==> config.mk <==
export PLATFORM = sky130hd
export DESIGN_NAME = svec_addr_seq
export DESIGN_NICKNAME = d
export VERILOG_FILES = /design/src/rtl/svseq_pkg.sv /design/src/rtl/svseq_check.sv /design/src/rtl/svseq_step.sv /design/src/rtl/svec_addr_seq.sv
export SDC_FILE = /design/constraint.sdc
export NUM_CORES = 1
export LEC_CHECK = 0
export ABC_AREA = 1
export BUFFER_PORTS_ARGS = -buffer_cell sky130_fd_sc_hd__buf_2
export CORE_MARGIN = 5
export CORE_UTILIZATION = 50
export CTS_BUF_LIST = sky130_fd_sc_hd__clkbuf_4
export CTS_CLUSTER_DIAMETER = 150
export DETAILED_ROUTE_END_ITERATION = 6
export PLACE_DENSITY = 0.73
export SLEW_MARGIN = 20
export SYNTH_ARGS = -nofsm -noshare
export SYNTH_HDL_FRONTEND = slang
export SYNTH_HIERARCHICAL = 1
export SYNTH_SLANG_ARGS = --single-unit
==> constraint.sdc <==
create_clock -name clk -period 1.8 [get_ports clk]
set_input_delay 0.18 -clock clk [delete_from_list [all_inputs] [get_ports clk]]
set_output_delay 0.18 -clock clk [all_outputs]
set_load 0.03 [all_outputs]
==> src/rtl/svseq_pkg.sv <==
package svseq_pkg;
  localparam int IDX_W   = 5;
  localparam int LEN_W   = 3;
  localparam int STR_W   = 2;
  localparam int SP_BANK = 8;
  localparam int DP_BANK = 4;

  // Circular advance inside the bank that holds idx
  function automatic logic [IDX_W-1:0] bank_next(input logic [IDX_W-1:0] idx,
                                                 input logic dbl,
                                                 input logic [STR_W-1:0] amt);
    logic [IDX_W-1:0] mask;
    logic [IDX_W-1:0] sum;
    mask = dbl ? IDX_W'(DP_BANK - 1) : IDX_W'(SP_BANK - 1);
    sum  = idx + IDX_W'(amt);
    return (idx & ~mask) | (sum & mask);
  endfunction

  // Scalar-bank membership
  function automatic logic in_scalar_bank(input logic [IDX_W-1:0] idx,
                                          input logic dbl);
    if (dbl) return (idx < IDX_W'(DP_BANK)) ||
                    (idx >= IDX_W'(16) && idx < IDX_W'(16 + DP_BANK));
    return idx < IDX_W'(SP_BANK);
  endfunction
endpackage

==> src/rtl/svseq_check.sv <==
module svseq_check
  import svseq_pkg::*;
#(
  parameter int IW = IDX_W,
  parameter int LW = LEN_W
) (
  input  logic          dbl_i,
  input  logic [LW-1:0] len_m1_i,
  input  logic [1:0]    code_i,
  input  logic [IW-1:0] dst_i,
  input  logic [IW-1:0] srcb_i,
  output logic          bad_o,
  output logic [1:0]    amt_o,
  output logic [LW-1:0] eff_m1_o,
  output logic          sb_scal_o
);
  localparam int PW = LW + 3;
  logic [PW-1:0] prod;
  logic [PW-1:0] bank;
  logic          dst_scal;

  always_comb begin
    case (code_i)
      2'b01:   amt_o = 2'd1;
      2'b10:   amt_o = 2'd2;
      default: amt_o = 2'd0;
    endcase
    prod      = PW'(amt_o) * (PW'(len_m1_i) + PW'(1));
    bank      = dbl_i ? PW'(DP_BANK) : PW'(SP_BANK);
    bad_o     = (amt_o == 2'd0) || (prod > bank) ||
                ((len_m1_i == '0) && (amt_o != 2'd1));
    dst_scal  = in_scalar_bank(dst_i, dbl_i);
    sb_scal_o = in_scalar_bank(srcb_i, dbl_i);
    eff_m1_o  = dst_scal ? '0 : len_m1_i;
  end
endmodule

==> src/rtl/svseq_step.sv <==
module svseq_step
  import svseq_pkg::*;
#(
  parameter int IW = IDX_W
) (
  input  logic [IW-1:0] idx_i,
  input  logic          dbl_i,
  input  logic [1:0]    amt_i,
  output logic [IW-1:0] nxt_o
);
  always_comb nxt_o = bank_next(idx_i, dbl_i, amt_i);
endmodule

==> src/rtl/svec_addr_seq.sv <==
module svec_addr_seq
  import svseq_pkg::*;
#(
  parameter int IW = IDX_W,
  parameter int LW = LEN_W
) (
  input  logic          clk,
  input  logic          rst_n,
  input  logic          start_i,
  input  logic          dbl_i,
  input  logic          two_op_i,
  input  logic [LW-1:0] len_i,
  input  logic [1:0]    stride_i,
  input  logic [IW-1:0] dst_i,
  input  logic [IW-1:0] srca_i,
  input  logic [IW-1:0] srcb_i,
  output logic          elem_vld_o,
  output logic [IW-1:0] dst_o,
  output logic [IW-1:0] srca_o,
  output logic [IW-1:0] srcb_o,
  output logic          done_o,
  output logic          unpred_o,
  output logic          busy_o
);
  localparam int LANES = 3;

  logic          act_q, dbl_q, two_q, sbfix_q, done_q, unp_q;
  logic [1:0]    amt_q;
  logic [LW-1:0] rem_q;
  logic [IW-1:0] idx_q [LANES];
  logic [IW-1:0] nxt_w [LANES];

  logic          bad_w, sb_scal_w;
  logic [1:0]    amt_w;
  logic [LW-1:0] eff_m1_w;

  // Named internal events
  logic          accept_w, last_w, dst_scal_w;
  logic [IW-1:0] bank_mask_w;

  svseq_check #(.IW(IW), .LW(LW)) u_check (
    .dbl_i(dbl_i), .len_m1_i(len_i), .code_i(stride_i),
    .dst_i(dst_i), .srcb_i(srcb_i),
    .bad_o(bad_w), .amt_o(amt_w), .eff_m1_o(eff_m1_w), .sb_scal_o(sb_scal_w)
  );

  for (genvar g = 0; g < LANES; g++) begin : g_lane
    svseq_step #(.IW(IW)) u_step (
      .idx_i(idx_q[g]), .dbl_i(dbl_q), .amt_i(amt_q), .nxt_o(nxt_w[g])
    );
  end

  assign accept_w    = start_i && !act_q;
  assign last_w      = act_q && (rem_q == '0);
  assign dst_scal_w  = in_scalar_bank(idx_q[0], dbl_q);
  assign bank_mask_w = dbl_q ? IW'(DP_BANK - 1) : IW'(SP_BANK - 1);

  always_ff @(posedge clk or negedge rst_n) begin
    if (!rst_n) begin
      act_q   <= 1'b0;
      dbl_q   <= 1'b0;
      two_q   <= 1'b0;
      sbfix_q <= 1'b0;
      done_q  <= 1'b0;
      unp_q   <= 1'b0;
      amt_q   <= '0;
      rem_q   <= '0;
      for (int i = 0; i < LANES; i++) idx_q[i] <= '0;
    end else begin
      done_q <= 1'b0;
      unp_q  <= 1'b0;
      if (accept_w) begin
        if (bad_w) begin
          unp_q  <= 1'b1;
          done_q <= 1'b1;
        end else begin
          act_q    <= 1'b1;
          dbl_q    <= dbl_i;
          two_q    <= two_op_i;
          sbfix_q  <= sb_scal_w;
          amt_q    <= amt_w;
          rem_q    <= eff_m1_w;
          idx_q[0] <= dst_i;
          idx_q[1] <= two_op_i ? '0 : srca_i;
          idx_q[2] <= srcb_i;
        end
      end else if (last_w) begin
        act_q  <= 1'b0;
        done_q <= 1'b1;
      end else if (act_q) begin
        rem_q    <= rem_q - LW'(1);
        idx_q[0] <= nxt_w[0];
        idx_q[1] <= two_q ? '0 : nxt_w[1];
        idx_q[2] <= sbfix_q ? idx_q[2] : nxt_w[2];
      end
    end
  end

  assign elem_vld_o = act_q;
  assign busy_o     = act_q;
  assign dst_o      = act_q ? idx_q[0] : '0;
  assign srca_o     = act_q ? idx_q[1] : '0;
  assign srcb_o     = act_q ? idx_q[2] : '0;
  assign done_o     = done_q;
  assign unpred_o   = unp_q;


  unpred_done_chk: assert property (@(posedge clk) disable iff (!rst_n)
    unpred_o |-> done_o);

  vld_done_excl_chk: assert property (@(posedge clk) disable iff (!rst_n)
    !(elem_vld_o && done_o));

  unpred_no_elem_chk: assert property (@(posedge clk) disable iff (!rst_n)
    unpred_o |-> !elem_vld_o);

  same_bank_chk: assert property (@(posedge clk) disable iff (!rst_n)
    (elem_vld_o && $past(elem_vld_o)) |->
      ((dst_o & ~bank_mask_w) == ($past(dst_o) & ~bank_mask_w)));

  srcb_hold_chk: assert property (@(posedge clk) disable iff (!rst_n)
    (elem_vld_o && sbfix_q) |=> (!elem_vld_o || $stable(srcb_o)));

  two_op_zero_chk: assert property (@(posedge clk) disable iff (!rst_n)
    (elem_vld_o && two_q) |-> (srca_o == '0));

  scalar_dst_one_chk: assert property (@(posedge clk) disable iff (!rst_n)
    (elem_vld_o && dst_scal_w) |=> !elem_vld_o);

  run_continues_chk: assert property (@(posedge clk) disable iff (!rst_n)
    (act_q && !last_w) |=> elem_vld_o);
endmodule

==> results of run 1 <==
==> what timing repair did <==
action	in CTS	in global routing
endpoints found under the hold margin	26	0
gates cloned	2	0
hold buffers	1	0
setup buffers	6	3
pin swaps	7	4
gates resized for setup	42	21
endpoints found under the setup margin	26	26
==> state kept, by name, summed over array words and instances, names as in the netlist <==
signal    count
idx_q        15
rem_q         3
amt_q         2
busy_o        1
dbl_q         1
done_o        1
sbfix_q       1
two_q         1
unpred_o      1
==> critical path, delay by kind of cell <==
kind / cells / cell delay (ns)
AO/OA/AOI/OAI: 1 / 0.11
AND/OR/NAND/NOR: 9 / 0.65
adder cells (fa/ha/maj): 4 / 1.03
buffers and inverters: 7 / 0.54
XOR/XNOR: 1 / 0.14
==> power by group through the flow <==
| stage | logic (mW) | clock network, mW | registers [mW] |
|---|---|---|---|
| 2_1_floorplan | 1.41 | 0 | 1.04 |
| 3_3_place_gp | 1.80 | 0 | 1.05 |
| 3_5_place_dp | 1.83 | 0 | 1.06 |
| 4_1_cts | 2.21 | 0.279 | 1.05 |
| 5_1_grt | 2.48 | 0.301 | 1.11 |
| 6_report | 2.25 | 0.282 | 1.08 |
==> per-layer routing <==
layer	vias up	share of wire, %	global-route usage (%)
met1	1006	44	25.7
met5	-	0	0
met4	0	1.5	8.93
li1	1092	-	-
met3	6	3.5	3.03
met2	39	51	38.0
==> through the flow <==
| stage | TNS [ns] | hold WS (ns) |
|---|---|---|
| floorplan | -13.55 | -0.116 |
| global placement | -22.18 | 0.219 |
| detailed placement | -24.48 | 0.226 |
| CTS | -12.02 | 0.131 |
| global route | -15.03 | 0.156 |
| finish | -12.47 | 0.137 |
==> cells by family after synthesis <==
| group | Yosys count | share of synthesized area [%] |
|---|---|---|
| AND/OR/NAND/NOR | 188 | 36.9 |
| adder cells (fa/ha/maj) | 19 | 12.5 |
| buffers and inverters | 80 | 16.5 |
| AO/OA/AOI/OAI | 10 | 2.81 |
| flip-flops | 26 | 30.4 |
| XOR/XNOR | 2 | 0.820 |
==> cell type report <==
cell class,count,share of cell area (%)
Sequential cell,26,22.3
Inverter,64,9.09
Clock inverter,1,0.129
Clock buffer,3,0.772
Tap cell,50,2.15
Timing Repair Buffer,72,18.3
Multi-Input combinational cell,219,47.2
==> Yosys cell counts (all sizes together) <==
cell / number
nand2: 116
inv: 64
nand3: 44
nor2: 27
dfrtp: 26
buf: 15
ha: 15
fa: 4
a21oi: 3
o21ai: 3
o21bai: 2
o31ai: 2
xnor2: 2
clkbuf: 1
nand4: 1
==> worst max-delay path by stage <==
stage	slack (ns)	start	endpoint	cells after the start
after detailed placement	-0.99	len_i[1]	sbfix_q	20
after global placement	-0.89	len_i[1]	sbfix_q	20
after global routing	-0.66	len_i[1]	idx_q[3]	20
after CTS	-0.51	len_i[1]	idx_q[11]	20
after floorplan	-0.57	len_i[1]	idx_q[12]	19
final	-0.57	len_i[1]	idx_q[5]	22
==> flow_summary.ini, run 1 <==
[status]
status = finished, violations left
violations = negative setup slack

[hold_path]
min_from = dst_i[4]
hold_path_class = input port to register
whs_endpoint = idx_q[14]
whs_path_depth = 5

[critical_path]
r2r-start = amt_q[0]
crit_top_cell = nand2_1
startpoint_type = input port
r2r-end = idx_q[7]
worstPathCellList = buf_12, inv_12, ha_4, nand2_2, inv_2, ha_4, inv_2, fa_2, xnor2_2, ha_1, nand2_1, nor2_1, nand2_1, a21oi_1, nand2_1, inv_2, nand2_4, nand2_4, buf_12, buf_12, nand2_1, nand2_1
cp_max_fo = 7
crit_slowest_cell = fa_2
slowest_delay_ns = 0.36
required_ns = 2.10
rrSetupSlack_ns = 0.15
reg2reg_depth = 10
crit_arrival_ns = 2.67
critPathKind = input port to register
setup.worst_path.end_class = register

[logic_synthesis]
avgSynthCellArea_um2 = 6.58
synth_top_area_share_pct = 30.4
syn_nets = 369
ys_seq_area_share_pct = 30.4
synth_area_leaders = dfrtp_1 30%, nand2_1 20%, inv_1 11%
synth-seq-cells = 26
syn_area_mm2 = 0.00214
ys_warn_count = 6
netlist_instances = 325
synth_area_leader_cell = dfrtp_1
synth.distinct_cells = 24

[final_layout]
syn_to_final_growth_pct = 36.5
layout_common_cells = 90 x nand2_1, 52 x inv_1, 41 x buf_2
multi_input_area_mm2 = 0.00138
antennaDiodeCount = 0
final_cell_area_mm2 = 0.00292
layout_commonest_cell = nand2_1
stdcell_count = 435
fin_nets = 430
postLayoutCoreUtil_pct = 71.9
seq_area_um2 = 651
fillers = 337
drive_gt1_share_pct = 35.1

[clock_tree]
cts_buffers = 3
clock_sinks = 26
clkSlewWorstSetupHoldPaths_ns = 0.16
h-tree-depth = 1
tritoncts = done
cts-root-buf = clkbuf_4
clkLatencyLatePin_ns = 0.34
clk_path_buf_depth = 2

[power_and_ir_drop]
switching_power_mw = 1.80
pwr-share-seq_pct = 29.9
switching_share_pct = 49.9
finalPower_mw = 3.61
clockPowerShare_pct = 7.8
p_leak_nw = 1.73
irDropWorstVdd_mv = 0.669
powerDensity_mw_per_mm2 = 1240
combPwrFrac_pct = 62.3
p_int_mw = 1.81

[global_routing]
grt_max_degree = 27
grt_overflow = 0
grt_pass1_wl_um = 9160
antenna_found_initial = 0
grt_usage_pct = 21.4
grt_pass1_vias = 2071

[sta]
slew_violations = 0
final.min_clock_period_ns = 2.37
rsz0062_at_grt = true
setup_violations = 26
max_freq_mhz = 422
relSlewSlack_pct = 59.9
hold_violations = 0
tightestPinTransition_ns = 0.601
worst_slack_ns = -0.568
finalClockSkew_ns = 0.00412
period_share_pct = 132

[flow_run]
drv_cap = 0

[floorplan]
initial_core_util_pct = 52.7
core_area_mm2 = 0.00406
die_w_um = 75.4
die_y_um = 75.4
die-area_mm2 = 0.00568
ios = 44
rows = 23

[route]
drtPass1Iterations = 4
route.vias.total = 2143
initialDrtViolationCount = 103
drc = 0
wire_per_inst_um = 12.8
ant_nets = 0
viasPerCell = 4.93
wl_um = 5550

[placement]
io_buffers = 43
globalplace.congestion = 0.856
placedCellCount = 420
dp_hpwl_um = 3820
dpl-instance-area_mm2 = 0.00253
dp_worst_setup_slack_ns = -0.989
Note: power is estimated with default switching activity, not from simulation.
==> run 2: changes to the inputs <==
--- a/config.mk
+++ b/config.mk
@@ -12,7 +12,7 @@
 export CTS_BUF_LIST = sky130_fd_sc_hd__clkbuf_4
 export CTS_CLUSTER_DIAMETER = 150
 export DETAILED_ROUTE_END_ITERATION = 6
-export PLACE_DENSITY = 0.73
+export PLACE_DENSITY = 0.76
 export SLEW_MARGIN = 20
 export SYNTH_ARGS = -nofsm -noshare
 export SYNTH_HDL_FRONTEND = slang
==> constraint.sdc (replaced) <==
create_clock -name clk -period 1.98 [get_ports clk]
set_input_delay 0.198 -clock clk [delete_from_list [all_inputs] [get_ports clk]]
set_output_delay 0.198 -clock clk [all_outputs]
set_load 0.03 [all_outputs]
==> run 2 against run 1 <==
The flow still finishes with violations (negative setup slack). First-iteration DRC count grew 21%. Total power down 12%. Via count fell by 0.98%. Clock power rose by 32%. Die area stayed put. Wire length shrank 3.5%. Register-to-register slack better by 0.20 ns. Critical endpoint is now idx_q[10].
==> flow_summary.ini, run 2 (synthesis gave the netlist of run 1 again) <==
[critical_path]
slowest_delay_ns = 0.37
setup.worst_path.end_class = register
required_ns = 2.21
startpoint_type = input port
worstPathCellList = buf_12, inv_12, ha_4, nand2_2, inv_2, ha_4, inv_2, fa_2, xnor2_2, ha_1, nand2_1, nor2_1, nand2_1, a21oi_2, nand2_2, inv_2, nand2_4, buf_12, nand3_1, nand2_1
critPathKind = input port to register
crit_family = adder cells
cp_max_fo = 17
crit_slowest_cell = fa_2
path_buf_inv = 6
rrSetupSlack_ns = 0.35
crit_arrival_ns = 2.54

[sta]
final.min_clock_period_ns = 2.30
max_freq_mhz = 434
relSlewSlack_pct = 60.2
rsz0062_at_grt = true
slew_violations = 0
worst_slack_ns = -0.324
period_share_pct = 116
hold_violations = 0
tightestPinTransition_ns = 0.597
finalClockSkew_ns = 0.00414
setup_violations = 26
fin_tns_setup_ns = -7.03

[global_routing]
use_met1_pct = 26.3
grt_pass1_vias = 2027
grt_busiest_layer = met2
grt_max_degree = 27
grt_pass1_wl_um = 8830
use_met3_pct = 1.98
grt_usage_pct = 20.0
antenna_found_initial = 0
grtUsageMet2_pct = 34.8
grt_overflow = 0

[floorplan]
die_y_um = 75.4
initial_core_util_pct = 52.7
core_area_mm2 = 0.00406
rows = 23
ios = 44
die_w_um = 75.4
die-area_mm2 = 0.00568

[route]
wl_um = 5360
ant_nets = 0
initialDrtViolationCount = 125
drtPass1Iterations = 5
route.vias.total = 2122
viasPerCell = 4.91
wire_per_inst_um = 12.4
drc = 0

[status]
violations = negative setup slack
status = finished, violations left

[power_and_ir_drop]
p_leak_nw = 1.70
finalPower_mw = 3.19
powerDensity_mw_per_mm2 = 1120
irDropWorstVdd_mv = 0.660

[clock_tree]
tritoncts = done
clock_sinks = 26
clk_path_buf_depth = 2
cts-root-buf = clkbuf_4
clkSlewWorstSetupHoldPaths_ns = 0.15
clkLatencyLatePin_ns = 0.32
cts_buffers = 3
h-tree-depth = 1

[placement]
dp_hpwl_um = 3780
dpl-instance-area_mm2 = 0.00254
placedCellCount = 422
io_buffers = 43
globalplace.congestion = 0.836

[final_layout]
reg.largest.list = idx_q: 15 flops, rem_q: 3 flops, amt_q: 2 flops
layout_common_cells = 97 x nand2_1, 52 x inv_1, 39 x buf_2
syn_to_final_growth_pct = 33.5
layout_commonest_cell = nand2_1
final_cell_area_mm2 = 0.00285
drive_gt1_share_pct = 32.5
largest_reg_flops = 15
stdcell_count = 432
fin_nets = 427
postLayoutCoreUtil_pct = 70.3
regMostFlops = idx_q
antennaDiodeCount = 0

[hold_path]
hold_path_class = input port to register

[flow_run]
drv_cap = 0
==> run 2: worst paths after layout <==
check | from | to | cells after the start
min in group asynchronous | rst_n | unpred_o | 2
max | len_i[1] | idx_q[10] | 20
min | dst_i[0] | idx_q[10] | 5
max reg2reg | amt_q[0] | idx_q[7] | 11
min reg2reg | idx_q[4] | idx_q[4] | 2
max in group asynchronous | rst_n | busy_o | 2
==> run 2: worst min-delay path: cells and delay by family <==
kind	cells	cell delay, ns
buffers and inverters	1	0.09
and+or+nand+nor	4	0.19
==> run 2: layout make-up <==
cell class	instances	area, um^2
repair buffers	69	483
multi-input cells	219	1340
fillers	344	1200
flip-flops and latches	26	652
well taps	50	62.6
clock inverters	1	30.0
inverters	64	268
clock buffers	3	22.5
==> run 2: repair_timing <==
item	4_1_cts	5_1_grt
hold buffers	1	0
hold endpoints to repair	26	0
endpoints found under the setup margin	26	34
buffers inserted	3	2
pin swaps	22	12
resized for setup	36	21
==> run 2: stage by stage <==
stage               hold WS (ns)  worst slack [ns]
floorplan                -0.0976            -0.403
global placement           0.236            -0.714
detailed placement         0.242            -0.813
CTS                        0.166            -0.349
global route               0.187            -0.429
finish                     0.178            -0.324
==> run 2: power breakdown <==
group	internal (mW)	leakage, nW	switching [mW]	total, mW
Clock	0.205	0.0279	0.168	0.373
Combinational	0.720	1.34	1.13	1.85
Sequential	0.747	0.332	0.224	0.972
Total	1.67	1.70	1.52	3.19
==> run 2: layer usage <==
metal | part of all wire (%) | vias up
li1 | - | 1083
met1 | 42 | 992
met2 | 53 | 41
met3 | 3.4 | 6
met5 | 0 | -
met4 | 1.2 | 0
==> run 3: changes to the inputs <==
--- a/config.mk
+++ b/config.mk
@@ -12,7 +12,7 @@
 export CTS_BUF_LIST = sky130_fd_sc_hd__clkbuf_4
 export CTS_CLUSTER_DIAMETER = 150
 export DETAILED_ROUTE_END_ITERATION = 6
-export PLACE_DENSITY = 0.76
+export PLACE_DENSITY = 0.73
 export SLEW_MARGIN = 20
 export SYNTH_ARGS = -nofsm -noshare
 export SYNTH_HDL_FRONTEND = slang
==> constraint.sdc (replaced) <==
create_clock -name clk -period 2.23 [get_ports clk]
set_input_delay 0.223 -clock clk [delete_from_list [all_inputs] [get_ports clk]]
set_output_delay 0.223 -clock clk [all_outputs]
set_load 0.03 [all_outputs]
==> run 3 against run 2 <==
The run still ends with negative setup slack left. Worst setup slack improved by 0.27 ns. Clock power down 41%. Worst hold slack worse by 0.0095 ns. Critical path type unchanged.
==> flow_summary.ini, run 3 (synthesis gave the netlist of run 1 again) <==
[critical_path]
cp-startpoint = len_i[1]
startpoint_type = input port
slowest_delay_ns = 0.34
crit_top_cell = nand2_1
crit_arrival_ns = 2.56
crit_slowest_cell = fa_2
crit_family = adder cells
critPathKind = input port to register
setup.worst_path.end_class = register
cp_max_fo = 4
r2r-start = amt_q[0]
path_buf_inv = 6
required_ns = 2.51
worstPathCellList = buf_12, inv_12, ha_4, nand2_1, inv_1, ha_2, inv_2, fa_2, xnor2_1, ha_1, nand2_1, nor2_1, nand2_1, a21oi_2, nand2_2, inv_2, nand2_4, nand2_4, buf_4, nand3_1, nand2_1

[floorplan]
die_w_um = 75.4
die-area_mm2 = 0.00568
rows = 23
ios = 44
initial_core_util_pct = 52.7
die_y_um = 75.4
core_area_mm2 = 0.00406

[placement]
dp_hpwl_um = 3890
dp_worst_setup_slack_ns = -0.549
globalplace.congestion = 0.841
io_buffers = 43
dpl-instance-area_mm2 = 0.00253

[route]
ant_nets = 0
viasPerCell = 4.92
wire_per_inst_um = 12.1
drtPass1Iterations = 4
drc = 0
initialDrtViolationCount = 111
route.vias.total = 2114
wl_um = 5190

[clock_tree]
cts-root-buf = clkbuf_4
tritoncts = done
h-tree-depth = 1
clk_path_buf_depth = 2
cts_buffers = 3
clock_sinks = 26
clkSlewWorstSetupHoldPaths_ns = 0.16
clkLatencyLatePin_ns = 0.33

[sta]
relSlewSlack_pct = 59.4
tightestPinTransition_ns = 0.609
setup_violations = 20
slew_violations = 0
max_freq_mhz = 438
hold_violations = 0
rsz0062_at_grt = true
worst_slack_ns = -0.0543
finalClockSkew_ns = 0.00899
final.min_clock_period_ns = 2.28
period_share_pct = 102

[global_routing]
grt_usage_pct = 19.3
antenna_found_initial = 0
grt_pass1_vias = 2004
grt_overflow = 0
grt_pass1_wl_um = 8540
grt_max_degree = 27

[final_layout]
layout_commonest_cell = nand2_1
layout_common_cells = 105 x nand2_1, 54 x inv_1, 41 x buf_2
largest_reg_flops = 15
fillers = 379
regMostFlops = idx_q
final_cell_area_mm2 = 0.00273
syn_to_final_growth_pct = 27.7
fin_nets = 425
antennaDiodeCount = 0
seq_area_um2 = 651
reg.largest.list = idx_q: 15 flops, rem_q: 3 flops, amt_q: 2 flops
multi_input_area_mm2 = 0.00128
drive_gt1_share_pct = 29.7

[power_and_ir_drop]
powerDensity_mw_per_mm2 = 979
irDropWorstVdd_mv = 0.438
finalPower_mw = 2.67
p_leak_nw = 1.66

[status]
status = finished, violations left
violations = negative setup slack

[hold_path]
min_from = dst_i[0]
hold_path_class = input port to register

[flow_run]
drv_cap = 0
==> run 3: cell types whose count changed in the layout (fill, tap and decap cells not counted), sizes merged <==
| cell | delta |
|---|---|
| buf | -1 |
| bufinv | -1 |
| clkbuf | -1 |
| clkinv | +1 |
==> run 3: area by class of cell <==
type	count	area share [%]
clock buffers	3	0.825
clock inverters	1	0.138
inverters	64	9.72
multi-input cells	219	47.0
flip-flops and latches	26	23.8
well taps	50	2.29
repair buffers	67	16.2
==> run 3: metrics by stage <==
stage          util (%)  setup TNS, ns  hold WS, ns  instances
2_1_floorplan         -          -3.58      -0.0726        325
3_3_place_gp       62.3         -11.54        0.272        421
3_5_place_dp       62.3         -12.84        0.275        421
4_1_cts            66.3          -1.02        0.174        429
5_1_grt            67.3          -4.15        0.169        430
6_report           67.3         -0.645        0.168        430
==> run 3: final timing paths <==
kind / endpoint / cells past startpoint / slack, ns
setup / recovery: rem_q[2] / 21 / -0.05
min in group asynchronous: busy_o / 2 / 0.42
setup reg to reg: idx_q[7] / 10 / 0.64
hold reg to reg: idx_q[1] / 2 / 0.53
max in group asynchronous: rem_q[2] / 2 / 1.42
hold / removal: idx_q[10] / 5 / 0.17
==> run 3: where the power goes <==
part | internal [mW] | switching, mW
Combinational | 0.606 | 1.00
Clock | 0.0658 | 0.154
Sequential | 0.662 | 0.183
Total | 1.33 | 1.34
==> run 3: routing by layer <==
| layer | share of wire [%] | global-route usage [%] |
|---|---|---|
| met2 | 52 | 35.1 |
| met4 | 0 | 4.66 |
| met5 | 0 | 0 |
| met1 | 43 | 23.7 |
| met3 | 4.9 | 3.43 |
==> run 3: worst reg2reg max path: cells and delay by family (launching register included) <==
family	cells	cell delay, ns
buffers and inverters	1	0.05
adder cells (fa/ha/maj)	2	0.54
flip-flops	1	0.44
AND/OR/NAND/NOR	7	0.50
==> run 3: timing repair <==
action,CTS,global route
setup buffers,3,1
endpoints found under the setup margin,25,26
hold buffers,1,0
pin swaps,9,7
hold endpoints to repair,26,0
resized for setup,24,12
